$ cat config.mk
export PLATFORM = sky130hd
export DESIGN_NAME = wp_status_ctrl
export DESIGN_NICKNAME = d
export VERILOG_FILES = /design/src/rtl/wp_status_pkg.sv /design/src/rtl/wp_latch_ctrl.sv /design/src/rtl/wp_alarm_flags.sv /design/src/rtl/wp_status_rd.sv /design/src/rtl/wp_status_ctrl.sv
export SDC_FILE = /design/constraint.sdc
export NUM_CORES = 1
export LEC_CHECK = 0
export BUFFER_PORTS_ARGS = -buffer_cell sky130_fd_sc_hd__buf_2
export CORE_MARGIN = 5
export CORE_UTILIZATION = 47
export CTS_CLUSTER_DIAMETER = 50
export CTS_CLUSTER_SIZE = 14
export DETAILED_ROUTE_END_ITERATION = 10
export HOLD_SLACK_MARGIN = 0.1
export PLACE_DENSITY = 0.86
export REMOVE_ABC_BUFFERS = 1
export SYNTH_ARGS = -nofsm -noshare
export SYNTH_HDL_FRONTEND = slang
export SYNTH_SLANG_ARGS = --single-unit
$ cat constraint.sdc
create_clock -name clk -period 4 [get_ports clk]
set_input_delay 0.6 -clock clk [delete_from_list [all_inputs] [get_ports clk]]
set_output_delay 0.6 -clock clk [all_outputs]
set_load 0.02 [all_outputs]
$ cat src/rtl/wp_status_pkg.sv
package wp_status_pkg;
  localparam int SR_W      = 8;
  localparam int ALARM_N   = 2;
  localparam int ALARM_LSB = 5;
  localparam int BIT_BAT   = 7;
  localparam int BIT_RWEL  = 2;
  localparam int BIT_WEL   = 1;
  localparam int BIT_RTCF  = 0;

  typedef enum logic [1:0] {
    TGT_STATUS = 2'b00,
    TGT_CLOCK  = 2'b01,
    TGT_ARRAY  = 2'b10,
    TGT_RSVD   = 2'b11
  } wr_tgt_e;

  localparam logic [SR_W-1:0] PAT_LOCK   = 8'h00;
  localparam logic [SR_W-1:0] PAT_WEL    = 8'h02;
  localparam logic [SR_W-1:0] PAT_UNLOCK = 8'h06;
endpackage

$ cat src/rtl/wp_latch_ctrl.sv
module wp_latch_ctrl
  import wp_status_pkg::*;
#(
  parameter int DW = SR_W
) (
  input  logic          clk,
  input  logic          rst,
  input  logic          pwr_up_evt,
  input  logic          wr_en,
  input  logic [1:0]    wr_tgt,
  input  logic [DW-1:0] wr_data,
  output logic          wel_q,
  output logic          rwel_q,
  output logic          rtcf_q,
  output logic          wr_ack_q,
  output logic          wr_ign_q
);
  logic is_stat, is_clk, is_arr;
  logic stat_ok, clk_ok, arr_ok, accept;
  logic wel_d, rwel_d, rtcf_d;

  always_comb begin
    is_stat = (wr_tgt == TGT_STATUS);
    is_clk  = (wr_tgt == TGT_CLOCK);
    is_arr  = (wr_tgt == TGT_ARRAY);
    stat_ok = is_stat && ((wr_data == PAT_LOCK) || (wr_data == PAT_WEL) ||
                          ((wr_data == PAT_UNLOCK) && wel_q));
    clk_ok  = is_clk && wel_q && rwel_q;
    arr_ok  = is_arr && wel_q;
    accept  = wr_en && !pwr_up_evt && (stat_ok || clk_ok || arr_ok);
    wel_d   = wel_q;
    rwel_d  = rwel_q;
    rtcf_d  = rtcf_q;
    if (pwr_up_evt) begin
      wel_d  = 1'b0;
      rwel_d = 1'b0;
      rtcf_d = 1'b1;
    end else if (accept) begin
      if (is_stat) begin
        wel_d  = wr_data[BIT_WEL];
        rwel_d = wr_data[BIT_RWEL];
      end
      if (is_clk) rtcf_d = 1'b0;
    end
  end

  always_ff @(posedge clk) begin
    if (rst) begin
      wel_q    <= 1'b0;
      rwel_q   <= 1'b0;
      rtcf_q   <= 1'b1;
      wr_ack_q <= 1'b0;
      wr_ign_q <= 1'b0;
    end else begin
      wel_q    <= wel_d;
      rwel_q   <= rwel_d;
      rtcf_q   <= rtcf_d;
      wr_ack_q <= accept;
      wr_ign_q <= wr_en && !accept;
    end
  end

  AST_RWEL_NEEDS_WEL: assert property (@(posedge clk) disable iff (rst)
    rwel_q |-> wel_q);
  AST_ONE_VERDICT: assert property (@(posedge clk) disable iff (rst)
    $past(wr_en) == (wr_ack_q ^ wr_ign_q));
  AST_CLK_ACK_UNLOCKED: assert property (@(posedge clk) disable iff (rst)
    (wr_ack_q && $past(wr_tgt) == TGT_CLOCK) |-> $past(wel_q && rwel_q));
  AST_ARR_ACK_WEL: assert property (@(posedge clk) disable iff (rst)
    (wr_ack_q && $past(wr_tgt) == TGT_ARRAY) |-> $past(wel_q));
  AST_RTCF_FALL_SRC: assert property (@(posedge clk) disable iff (rst)
    $fell(rtcf_q) |-> (wr_ack_q && $past(wr_tgt) == TGT_CLOCK));
  AST_PWR_UP_STATE: assert property (@(posedge clk) disable iff (rst)
    pwr_up_evt |=> (rtcf_q && !wel_q && !rwel_q && !wr_ack_q));
endmodule

$ cat src/rtl/wp_alarm_flags.sv
module wp_alarm_flags
  import wp_status_pkg::*;
#(
  parameter int NA = ALARM_N
) (
  input  logic          clk,
  input  logic          rst,
  input  logic [NA-1:0] alm_match,
  input  logic          rd_start,
  input  logic          rd_done,
  output logic [NA-1:0] flags_q
);
  logic [NA-1:0] snap_q;

  for (genvar i = 0; i < NA; i++) begin : g_alarm
    always_ff @(posedge clk) begin
      if (rst) begin
        flags_q[i] <= 1'b0;
        snap_q[i]  <= 1'b0;
      end else begin
        flags_q[i] <= (flags_q[i] && !(rd_done && snap_q[i])) || alm_match[i];
        if (rd_start)     snap_q[i] <= flags_q[i];
        else if (rd_done) snap_q[i] <= 1'b0;
      end
    end

    AST_MATCH_SETS: assert property (@(posedge clk) disable iff (rst)
      alm_match[i] |=> flags_q[i]);
    AST_FLAG_STICKY: assert property (@(posedge clk) disable iff (rst)
      (flags_q[i] && !rd_done) |=> flags_q[i]);
    AST_SNAP_CLEARS: assert property (@(posedge clk) disable iff (rst)
      (rd_done && !rd_start && snap_q[i] && !alm_match[i]) |=> !flags_q[i]);
  end
endmodule

$ cat src/rtl/wp_status_rd.sv
module wp_status_rd
  import wp_status_pkg::*;
#(
  parameter int DW = SR_W,
  parameter int NA = ALARM_N
) (
  input  logic          clk,
  input  logic          rst,
  input  logic          rd_start,
  input  logic          batt_mode,
  input  logic          wel,
  input  logic          rwel,
  input  logic          rtcf,
  input  logic [NA-1:0] flags,
  output logic          rd_valid_q,
  output logic [DW-1:0] rdata_q
);
  logic          bat_q;
  logic [DW-1:0] sr_word;

  always_comb begin
    sr_word                      = '0;
    sr_word[BIT_BAT]             = bat_q;
    sr_word[ALARM_LSB +: NA]     = flags;
    sr_word[BIT_RWEL]            = rwel;
    sr_word[BIT_WEL]             = wel;
    sr_word[BIT_RTCF]            = rtcf;
  end

  always_ff @(posedge clk) begin
    if (rst) begin
      bat_q      <= 1'b0;
      rd_valid_q <= 1'b0;
      rdata_q    <= '0;
    end else begin
      bat_q      <= batt_mode;
      rd_valid_q <= rd_start;
      if (rd_start) rdata_q <= sr_word;
    end
  end

  AST_UNUSED_ZERO: assert property (@(posedge clk) disable iff (rst)
    rd_valid_q |-> (rdata_q[4:3] == 2'b00));
  AST_BAT_FOLLOWS: assert property (@(posedge clk) disable iff (rst)
    (rd_start && !$past(rst)) |=> (rdata_q[BIT_BAT] == $past(batt_mode, 2)));
endmodule

$ cat src/rtl/wp_status_ctrl.sv
module wp_status_ctrl
  import wp_status_pkg::*;
#(
  parameter int DW = SR_W,
  parameter int NA = ALARM_N
) (
  input  logic          clk,
  input  logic          rst,
  input  logic          pwr_up_evt,
  input  logic          batt_mode,
  input  logic [NA-1:0] alm_match,
  input  logic          wr_en,
  input  logic [1:0]    wr_tgt,
  input  logic [DW-1:0] wr_data,
  output logic          wr_ack,
  output logic          wr_ign,
  input  logic          rd_start,
  input  logic          rd_done,
  output logic          rd_valid,
  output logic [DW-1:0] rd_data
);
  logic          wel, rwel, rtcf;
  logic [NA-1:0] flags;

  wp_latch_ctrl #(.DW(DW)) latch_i (
    .clk(clk), .rst(rst), .pwr_up_evt(pwr_up_evt),
    .wr_en(wr_en), .wr_tgt(wr_tgt), .wr_data(wr_data),
    .wel_q(wel), .rwel_q(rwel), .rtcf_q(rtcf),
    .wr_ack_q(wr_ack), .wr_ign_q(wr_ign)
  );

  wp_alarm_flags #(.NA(NA)) alarm_i (
    .clk(clk), .rst(rst), .alm_match(alm_match),
    .rd_start(rd_start), .rd_done(rd_done), .flags_q(flags)
  );

  wp_status_rd #(.DW(DW), .NA(NA)) rd_i (
    .clk(clk), .rst(rst), .rd_start(rd_start), .batt_mode(batt_mode),
    .wel(wel), .rwel(rwel), .rtcf(rtcf), .flags(flags),
    .rd_valid_q(rd_valid), .rdata_q(rd_data)
  );
endmodule

---- Yosys cells after proc, flatten, opt, wreduce, memory -nomap -nowiden ----
Index checks and enable logic that the tools add are counted.
W data, S select, Z words.
word-level totals
  register bits ........................... 17
  input bits .............................. 19
  logic and storage cells ................. 47
operators by class
  equality and inequality tests ........... 4
  muxes and demuxes ....................... 3
  reduce and logical (&&, ||, !) cells .... 28
operators by type and width
  operator              count
  $logic_and A1 B1 Y1   12
  $eq A8 B2 Y1 const B  1
  $eq A8 B3 Y1 const B  1
  $logic_not A8 Y1      1
  $logic_or A1 B1 Y1    6
  $logic_not A1 Y1      4
  $reduce_and A2 Y1     2
  $mux W1               3
  $eq A2 B1 Y1 const B  1
  $eq A2 B2 Y1 const B  1
  $logic_not A2 Y1      1
  $reduce_bool A2 Y1    1
  $reduce_or A2 Y1      1

---- Longest topological paths before layout ----
Gate-level depths: netlist of the first run.
  word-level depth ........................ 9
  depth in mapped cells ................... 4

---- Modules after synthesis ----
Synthesis of the first run repeated with hierarchy kept, for this count alone.
second synthesis, totals
  cells, all modules ...................... 70
  area total of the unflattened synthesis .. 698.2 um2
modules (own cells, without submodules)
  module          instances  cells each  area an instance (um2)  seq. area each (um2)
  wp_status_rd    1          26          289.0                   160.2
  wp_latch_ctrl   1          28          261.5                   100.1
  wp_alarm_flags  1          16          147.6                   80.1

---- Worst setup path before layout of the first run ----
No wires, ideal clock.
  path type ............................... input-to-reg
  start ................................... input wr_data[3]
  end ..................................... register latch_i.wel_q
  setup time .............................. 0.072 ns
  arrival ................................. 1.615 ns
  required time ........................... 3.928 ns
  path slack .............................. 2.313 ns
  cell stages on the path ................. 3
  buffers on the path ..................... 0
  path through ............................ or4_4 > nor4_1 > mux2i_1
on the way
  cells in the longest elaborated chain, start to end .. 8
  elaborated cells on any way between the ends .. 11
  those cells by class .................... eq/ne (2); reduce/logical (9)
ends and longest elaborated chain
  what                                                              RTL line                                  RTL
  start, declared                                                   wp_status_ctrl.sv:14                      input logic [DW-1:0] wr_data,
  $eq A8 B2 Y1, or another cell as far along                        wp_latch_ctrl.sv:26                       stat_ok = is_stat && ((wr_data == PAT_LOCK) || (wr_data == PAT_WEL) ||
  $logic_or A1 B1 Y1 / $logic_and A1 B1 Y1 (equally long branches)  wp_latch_ctrl.sv:26, wp_latch_ctrl.sv:27
  $logic_or A1 B1 Y1 *                                              wp_latch_ctrl.sv:26
  $logic_and A1 B1 Y1 *                                             wp_latch_ctrl.sv:26
  $logic_or A1 B1 Y1 * (2 in a row)                                 wp_latch_ctrl.sv:30                       accept = wr_en && !pwr_up_evt && (stat_ok || clk_ok || arr_ok);
  $logic_and A1 B1 Y1 *                                             wp_latch_ctrl.sv:30
  $reduce_and A2 Y1 (no source line) *                              -
  end signal, assigned                                              wp_latch_ctrl.sv:55                       wel_q <= wel_d;
  end, declared                                                     wp_latch_ctrl.sv:12                       output logic wel_q,
Every way passes the cells marked *; elsewhere a longest branch is shown, timed or not.
A chain may end at the register's enable or synchronous reset.

---- Final worst setup path of the first run ----
Ends and elaborated chain as after synthesis.

==> metrics.yaml, run 1 <==
outcome:
  status: "finished, final reports clean"
yosys:
  avgSynthCellArea_um2: 9.31
  netlist_area_um2: 679
  synthDistinctLibCells: 20
  ys.flop_type: "dfxtp_1"
  synth_area_leaders: "dfxtp_1 (50%), mux2i_1 (8.8%), nand2_1 (6.1%), a21oi_1 (5.9%), nor2_1 (4.4%)"
  syn_inst: 73
  yosys.cell_count.top_type: "dfxtp_1"
  yosysTopAreaCell: "dfxtp_1"
  synth_seq_cells: 17
  yosysWarnings: 0
  synth_common_cells: "dfxtp_1 (17), nand2_1 (11), a21oi_1 (8), nor2_1 (8), mux2i_1 (6)"
  synthArstFlopShare_pct: 0
  synthDominantCellAreaShare_pct: 50.1
  synth_edf_count: 0
  yosysSeqAreaShare_pct: 50.1
clock_network:
  clock_path_buffers: 2
  cts_resized: 0
  root_buffer: "clkbuf_4"
  clock_latency_ns: 0.28
  cts_buffers: 3
  postCtsSetupBuffers: 0
  cts-hold-fix-buffers: 0
  clk_pin_slew_ns: 0.09
  cts_max_level: 1
  cts_tree: "done"
  cts.sinks: 17
sta:
  skew_ns: 0.00519
  tns_ns: 0
  hold_viol: 0
  period_share_pct: 39.5
  rsz0062_at_grt: "no"
  clock.fmax_ghz: 0.633
  holdWs_ns: 0.468
  period_needed_ns: 1.58
  finalSetupViolations: 0
  slew_violations: 0
die:
  core_area_um2: 1330
  die_area_um2: 2310
  die_width_um: 48.0
  placementRows: 13
  ios: 30
  initial_core_util_pct: 50.9
  die_h_um: 48.0
drt:
  drt_iter0_drc: 8
  drc_errors: 0
  wl_um: 1320
  via_per_inst: 5.20
  ant_nets: 0
  num_vias: 603
  wire_per_inst_um: 11.4
  dr.pass1.iters: 3
hold_path:
  min-delay-start: "alarm_i.snap_q[1]"
  hp-class: "flip-flop to flip-flop"
  min_path_cells: 2
grt:
  grt_use_met2_pct: 23.0
  antenna_found_initial: 0
  met3_usage_pct: 3.76
  met1_usage_pct: 15.5
  grt.total_usage_pct: 14.2
  grt_pass1_wl_um: 2200
  grt_overflow: 0
  grt_pass1_vias: 550
  grt_max_degree: 17
  grt_busiest_layer: "met2"
worst_setup_path:
  required_ns: 4.22
  rr_startpoint: "latch_i.wel_q"
  critPathArrivalTime_ns: 1.80
  critPathMaxFanout: 3
  ff2ff_path_depth: 3
  startpoint: "wr_data[3]"
  critical_path_class: "input pin to flip-flop"
  start_kind: "input pin"
  reg2reg_slack_ns: 2.95
  critPathCaptureType: "flip-flop"
job:
  maxCapViolCount: 0
finish:
  drive_gt1_share_pct: 32.7
  synthToLayoutAreaGrowth_pct: 23.8
  nets: 121
  diodes: 0
place:
  gp_congestion: 0.768
  port_buffers: 27
  hpwl_um: 1060
power:
  vdd_ir_drop_max_mv: 0.202
  leakagePower_nw: 0.382
  power_density_nw_per_um2: 356
-- power by group --
group / leakage (nW) / internal [W] / switching [W]
registers: 0.139 / 0.000175 / 0.00000231
logic: 0.228 / 0.0000154 / 0.0000199
clock network: 0.0150 / 0.0000387 / 0.0000479
-- metrics by stage --
stage	setup WS, ns	utilization [%]	total power, W	area (µm²)	cells
after detailed placement	2.11	61.1	0.000217	815	112
after CTS	2.42	63.0	0.000306	841	116
after global routing	2.35	63.0	0.000317	841	116
after global placement	2.17	61.1	0.000216	815	112
final	2.42	63.0	0.000299	841	116
after floorplan	2.31	-	0.000198	661	70
-- layer usage --
metal	vias to the layer above	share of wire [%]
met5	-	0
met4	0	2.8
met3	4	10
met2	25	48
met1	268	39
li1	306	-
-- path summary, 6_finish.rpt --
path                                          end
worst max-delay path                latch_i.wel_q
worst min-delay path            alarm_i.snap_q[1]
worst max register to register   latch_i.wr_ack_q
worst min register to register  alarm_i.snap_q[1]
-- layout by cell type, fill, tap and decap left out --
cell type | netlist | routed
nor4bb_1 | 1 | 1
nor3_1 | 1 | 1
or4_1 | 1 | 1
mux2i_1 | 6 | 6
clkbuf_4 | 0 | 3
nand2_1 | 11 | 11
o21ba_1 | 1 | 1
a21oi_1 | 8 | 8
clkbuf_1 | 2 | 1
nand3b_1 | 2 | 2
buf_2 | 0 | 27
nor4b_1 | 1 | 1
or4_4 | 1 | 1
conb_1 | 1 | 2
nand2b_1 | 4 | 4
nor2_1 | 8 | 8
dfxtp_1 | 17 | 17
nor2b_1 | 2 | 2
a21boi_2 | 1 | 1
nor4_1 | 2 | 2
nor4_2 | 1 | 1
-- critical path: stages --
cell	delay (ns)
buf_2	0.10
or4_4	0.55
nor4_1	0.34
mux2i_1	0.21
-- cells by family (layout without fill, tap and decap cells) --
| logic type | after synthesis | after routing | share of synthesized area (%) |
|---|---|---|---|
| multiplexers | 6 | 6 | 8.84 |
| buffers and inverters | 4 | 31 | 3.31 |
| AO/OA/AOI/OAI | 10 | 10 | 9.02 |
| AND/OR/NAND/NOR | 35 | 35 | 28.2 |
| flip-flops | 17 | 17 | 50.1 |
| other | 1 | 2 | 0.552 |
-- cell type report --
cell class,instances,area [µm²]
clock buffer,4,26.3
sequential,17,340
fill,128,493
timing repair buffer,27,135
multi-input combinational,53,320
tap,15,18.8
-- flip-flops by register name, indices dropped and copies added (netlist names) --
| signal | count |
|---|---|
| rd_i.rd_valid_q | 1 |
| latch_i.rwel_q | 1 |
| latch_i.wr_ign_q | 1 |
| rd_i.rdata_q | 6 |
| alarm_i.snap_q | 2 |
| latch_i.wel_q | 1 |
| rd_i.bat_q | 1 |
| latch_i.wr_ack_q | 1 |
| latch_i.rtcf_q | 1 |
| alarm_i.flags_q | 2 |
Note: power is estimated with default switching activity, not from simulation.
==> run 2, diff against run 1 <==
- ABC_AREA: default -> 1
- CORE_UTILIZATION: 47 -> 44
- PLACE_DENSITY: 0.86 -> 0.81
- clock period: 4 -> 1.5 ns (I/O delays scaled with it)
==> metrics.yaml, run 2 <==
finish:
  synthToLayoutAreaGrowth_pct: 23.7  # was 23.8%
  nets: 138  # was 121
  final_cell_mix: "buf_2 (27), nor2_1 (19), nand2_1 (17), dfxtp_1 (17)"  # was buf_2 (27), dfxtp_1 (17), nand2_1 (11)
  drive_gt1_share_pct: 31.4  # was 32.7%
  diodes: 0  # unchanged
  largest_reg_flops: 6  # unchanged
  final_util_pct: 57.0  # was 63.0%
  final_common_cell: "buf_2"  # unchanged
  regMostFlops: "rd_i.rdata_q"  # unchanged
  largest_registers: "rd_i.rdata_q x6, alarm_i.flags_q x2, alarm_i.snap_q x2"  # unchanged
clock_network:
  clock_path_buffers: 2  # unchanged
  cts_tree: "done"  # unchanged
  cts-hold-fix-buffers: 0  # unchanged
  cts.sinks: 17  # unchanged
  root_buffer: "clkbuf_4"  # unchanged
  clock_latency_ns: 0.28  # about the same
  cts_resized: 0  # unchanged
  cts_max_level: 1  # unchanged
  clk_pin_slew_ns: 0.09  # about the same
  postCtsSetupBuffers: 0  # unchanged
  cts_buffers: 3  # unchanged
die:
  ios: 30  # unchanged
  die_width_um: 49.5  # was 48.0 µm
  die_area_um2: 2450  # was 2310 µm²
  core_area_um2: 1490  # was 1330 µm²
  placementRows: 14  # was 13
  die_h_um: 49.5  # was 48.0 µm
  initial_core_util_pct: 46.1  # was 50.9%
drt:
  via_per_inst: 4.71  # was 5.20
  drc_errors: 0  # unchanged
  num_vias: 631  # was 603
  dr.pass1.iters: 4  # was 3
  wl_um: 1370  # was 1320 µm
  drt_iter0_drc: 15  # was 8
  wire_per_inst_um: 10.2  # was 11.4 µm
  ant_nets: 0  # unchanged
sta:
  period_share_pct: 70.5
  tns_ns: 0  # unchanged
  rsz0062_at_grt: "no"  # unchanged
  hold_viol: 0  # unchanged
  slew_violations: 0  # unchanged
  clock.fmax_ghz: 0.945
  period_needed_ns: 1.06
  finalSetupViolations: 0  # unchanged
  skew_ns: 0.00373  # was 0.00519 ns
yosys:
  synth-xor-area-share_pct: 0  # unchanged
  yosysSeqAreaShare_pct: 49.6  # was 50.1%
  syn_inst: 90  # was 73
  synth_edf_count: 0  # unchanged
  synth_area_leaders: "dfxtp_1 (50%), nor2_1 (10%), nand2_1 (9.3%), a21oi_1 (5.8%), inv_1 (4.4%)"  # was dfxtp_1 (50%), mux2i_1 (8.8%), nand2_1 (6.1%), a21oi_1 (5.9%), nor2_1 (4.4%)
  ys.flop_type: "dfxtp_1"  # unchanged
  synth_mux_area_share_pct: 0  # was 8.84%
  synthAdderAreaFrac_pct: 0  # unchanged
  synth_compound_area_share_pct: 10.9  # was 9.02%
  synth_seq_cells: 17  # unchanged
  yosys.cell_count.top_type: "nor2_1"  # was dfxtp_1
  synthDominantCellAreaShare_pct: 49.6  # was 50.1%
  netlist_area_um2: 686  # was 679 µm²
  yosysWarnings: 0  # unchanged
  synthArstFlopShare_pct: 0  # unchanged
  synthSimpleGateAreaFrac_pct: 30.7  # was 28.2%
  synth_top_family_by_area: "simple AND/OR/NAND/NOR gates"  # unchanged
  avgSynthCellArea_um2: 7.62  # was 9.31 µm²
  synth_common_cells: "nor2_1 (19), dfxtp_1 (17), nand2_1 (17)"  # was dfxtp_1 (17), nand2_1 (11), a21oi_1 (8), nor2_1 (8), mux2i_1 (6)
  synthDistinctLibCells: 17  # was 20
  yosysTopAreaCell: "dfxtp_1"  # unchanged
worst_setup_path:
  reg2reg_slack_ns: 0.44  # was 2.95 ns
  required_ns: 1.68  # was 4.22 ns
  critPathMaxFanout: 3  # unchanged
  critical_path_class: "flip-flop to flip-flop"  # was input pin to flip-flop
  ff2ff_path_depth: 7  # was 3
  start_kind: "flip-flop"  # was input pin
  reg2reg_to: "latch_i.rtcf_q"  # was latch_i.wr_ack_q
  critPathCaptureType: "flip-flop"  # unchanged
  critPathArrivalTime_ns: 1.24  # was 1.80 ns
  rr_startpoint: "latch_i.wel_q"  # unchanged
grt:
  antenna_found_initial: 0  # unchanged
  grt_pass1_wl_um: 2260  # was 2200 µm
  grt.total_usage_pct: 12.1  # was 14.2%
  grt_pass1_vias: 558  # was 550
  grt_overflow: 0  # unchanged
  grt_max_degree: 13  # was 17
hold_path:
  hp-class: "input pin to flip-flop"  # was flip-flop to flip-flop
  min-delay-start: "alm_match[1]"  # was alarm_i.snap_q[1]
  holdPathEnd: "alarm_i.flags_q[1]"  # was alarm_i.snap_q[1]
  min_path_cells: 3  # was 2
outcome:
  status: "finished, final reports clean"  # unchanged
power:
  leakagePower_nw: 0.423  # was 0.382 nW
  power_density_nw_per_um2: 969  # was 356 nW/µm²
  vdd_ir_drop_max_mv: 0.368  # was 0.202 mV
place:
  port_buffers: 27  # unchanged
  gp_congestion: 0.785  # was 0.768
  hpwl_um: 1080  # was 1060 µm
job:
  maxCapViolCount: 0  # unchanged
-- run 2: layout make-up --
class	instances	area, µm²
clock buffer	4	26.3
fill	149	641
inverter	9	33.8
multi-input combinational	61	293
sequential	17	340
tap	16	20.0
timing repair buffer	27	135
-- run 2: worst max-delay path, cell delays in order (launching register included) --
cell     delay (ns)
dfxtp_1        0.34
nand2_1        0.05
nand2_1        0.10
nand3_4        0.07
o21ai_1        0.13
nand2_1        0.09
o21ai_1        0.12
nand2_1        0.05
-- run 2: worst max path at each step --
stage / start / slack (ns) / end
final: latch_i.wel_q / 0.44 / latch_i.rtcf_q
after global routing: latch_i.rwel_q / 0.32 / latch_i.rtcf_q
after CTS: latch_i.wel_q / 0.43 / latch_i.rtcf_q
after detailed placement: wr_data[3] / 0.39 / latch_i.rtcf_q
after global placement: wr_data[3] / 0.42 / latch_i.rtcf_q
after floorplan: latch_i.wel_q / 0.54 / latch_i.rtcf_q
-- run 2: logic make-up (layout without fill, tap and decap cells) --
group	after synthesis	count (layout)
other cells	1	2
flops	17	17
compound gates	15	15
simple gates	44	44
buf+inv	13	40
-- run 2: where the power goes --
part,total [W],switching [W],internal (W)
Sequential,0.000478,0.00000753,0.000470
Combinational,0.000108,0.0000676,0.0000405
Clock,0.000236,0.000133,0.000103
-- run 2: routing by layer --
metal	track usage, %	vias to the layer above	routed length [µm]
li1	-	334	-
met1	13.9	266	580
met2	17.4	27	606
met3	4.52	4	144
met4	10.5	0	35
met5	0	-	0
-- run 2: through the flow --
stage	cell area [µm²]	hold WS [ns]	worst slack (ns)	std cells	total power [W]
2_1_floorplan	667	0.294	0.535	87	0.000543
3_3_place_gp	822	0.428	0.419	130	0.000594
3_5_place_dp	822	0.436	0.393	130	0.000597
4_1_cts	848	0.128	0.433	134	0.000835
5_1_grt	848	0.126	0.316	134	0.000878
6_report	848	0.138	0.442	134	0.000822
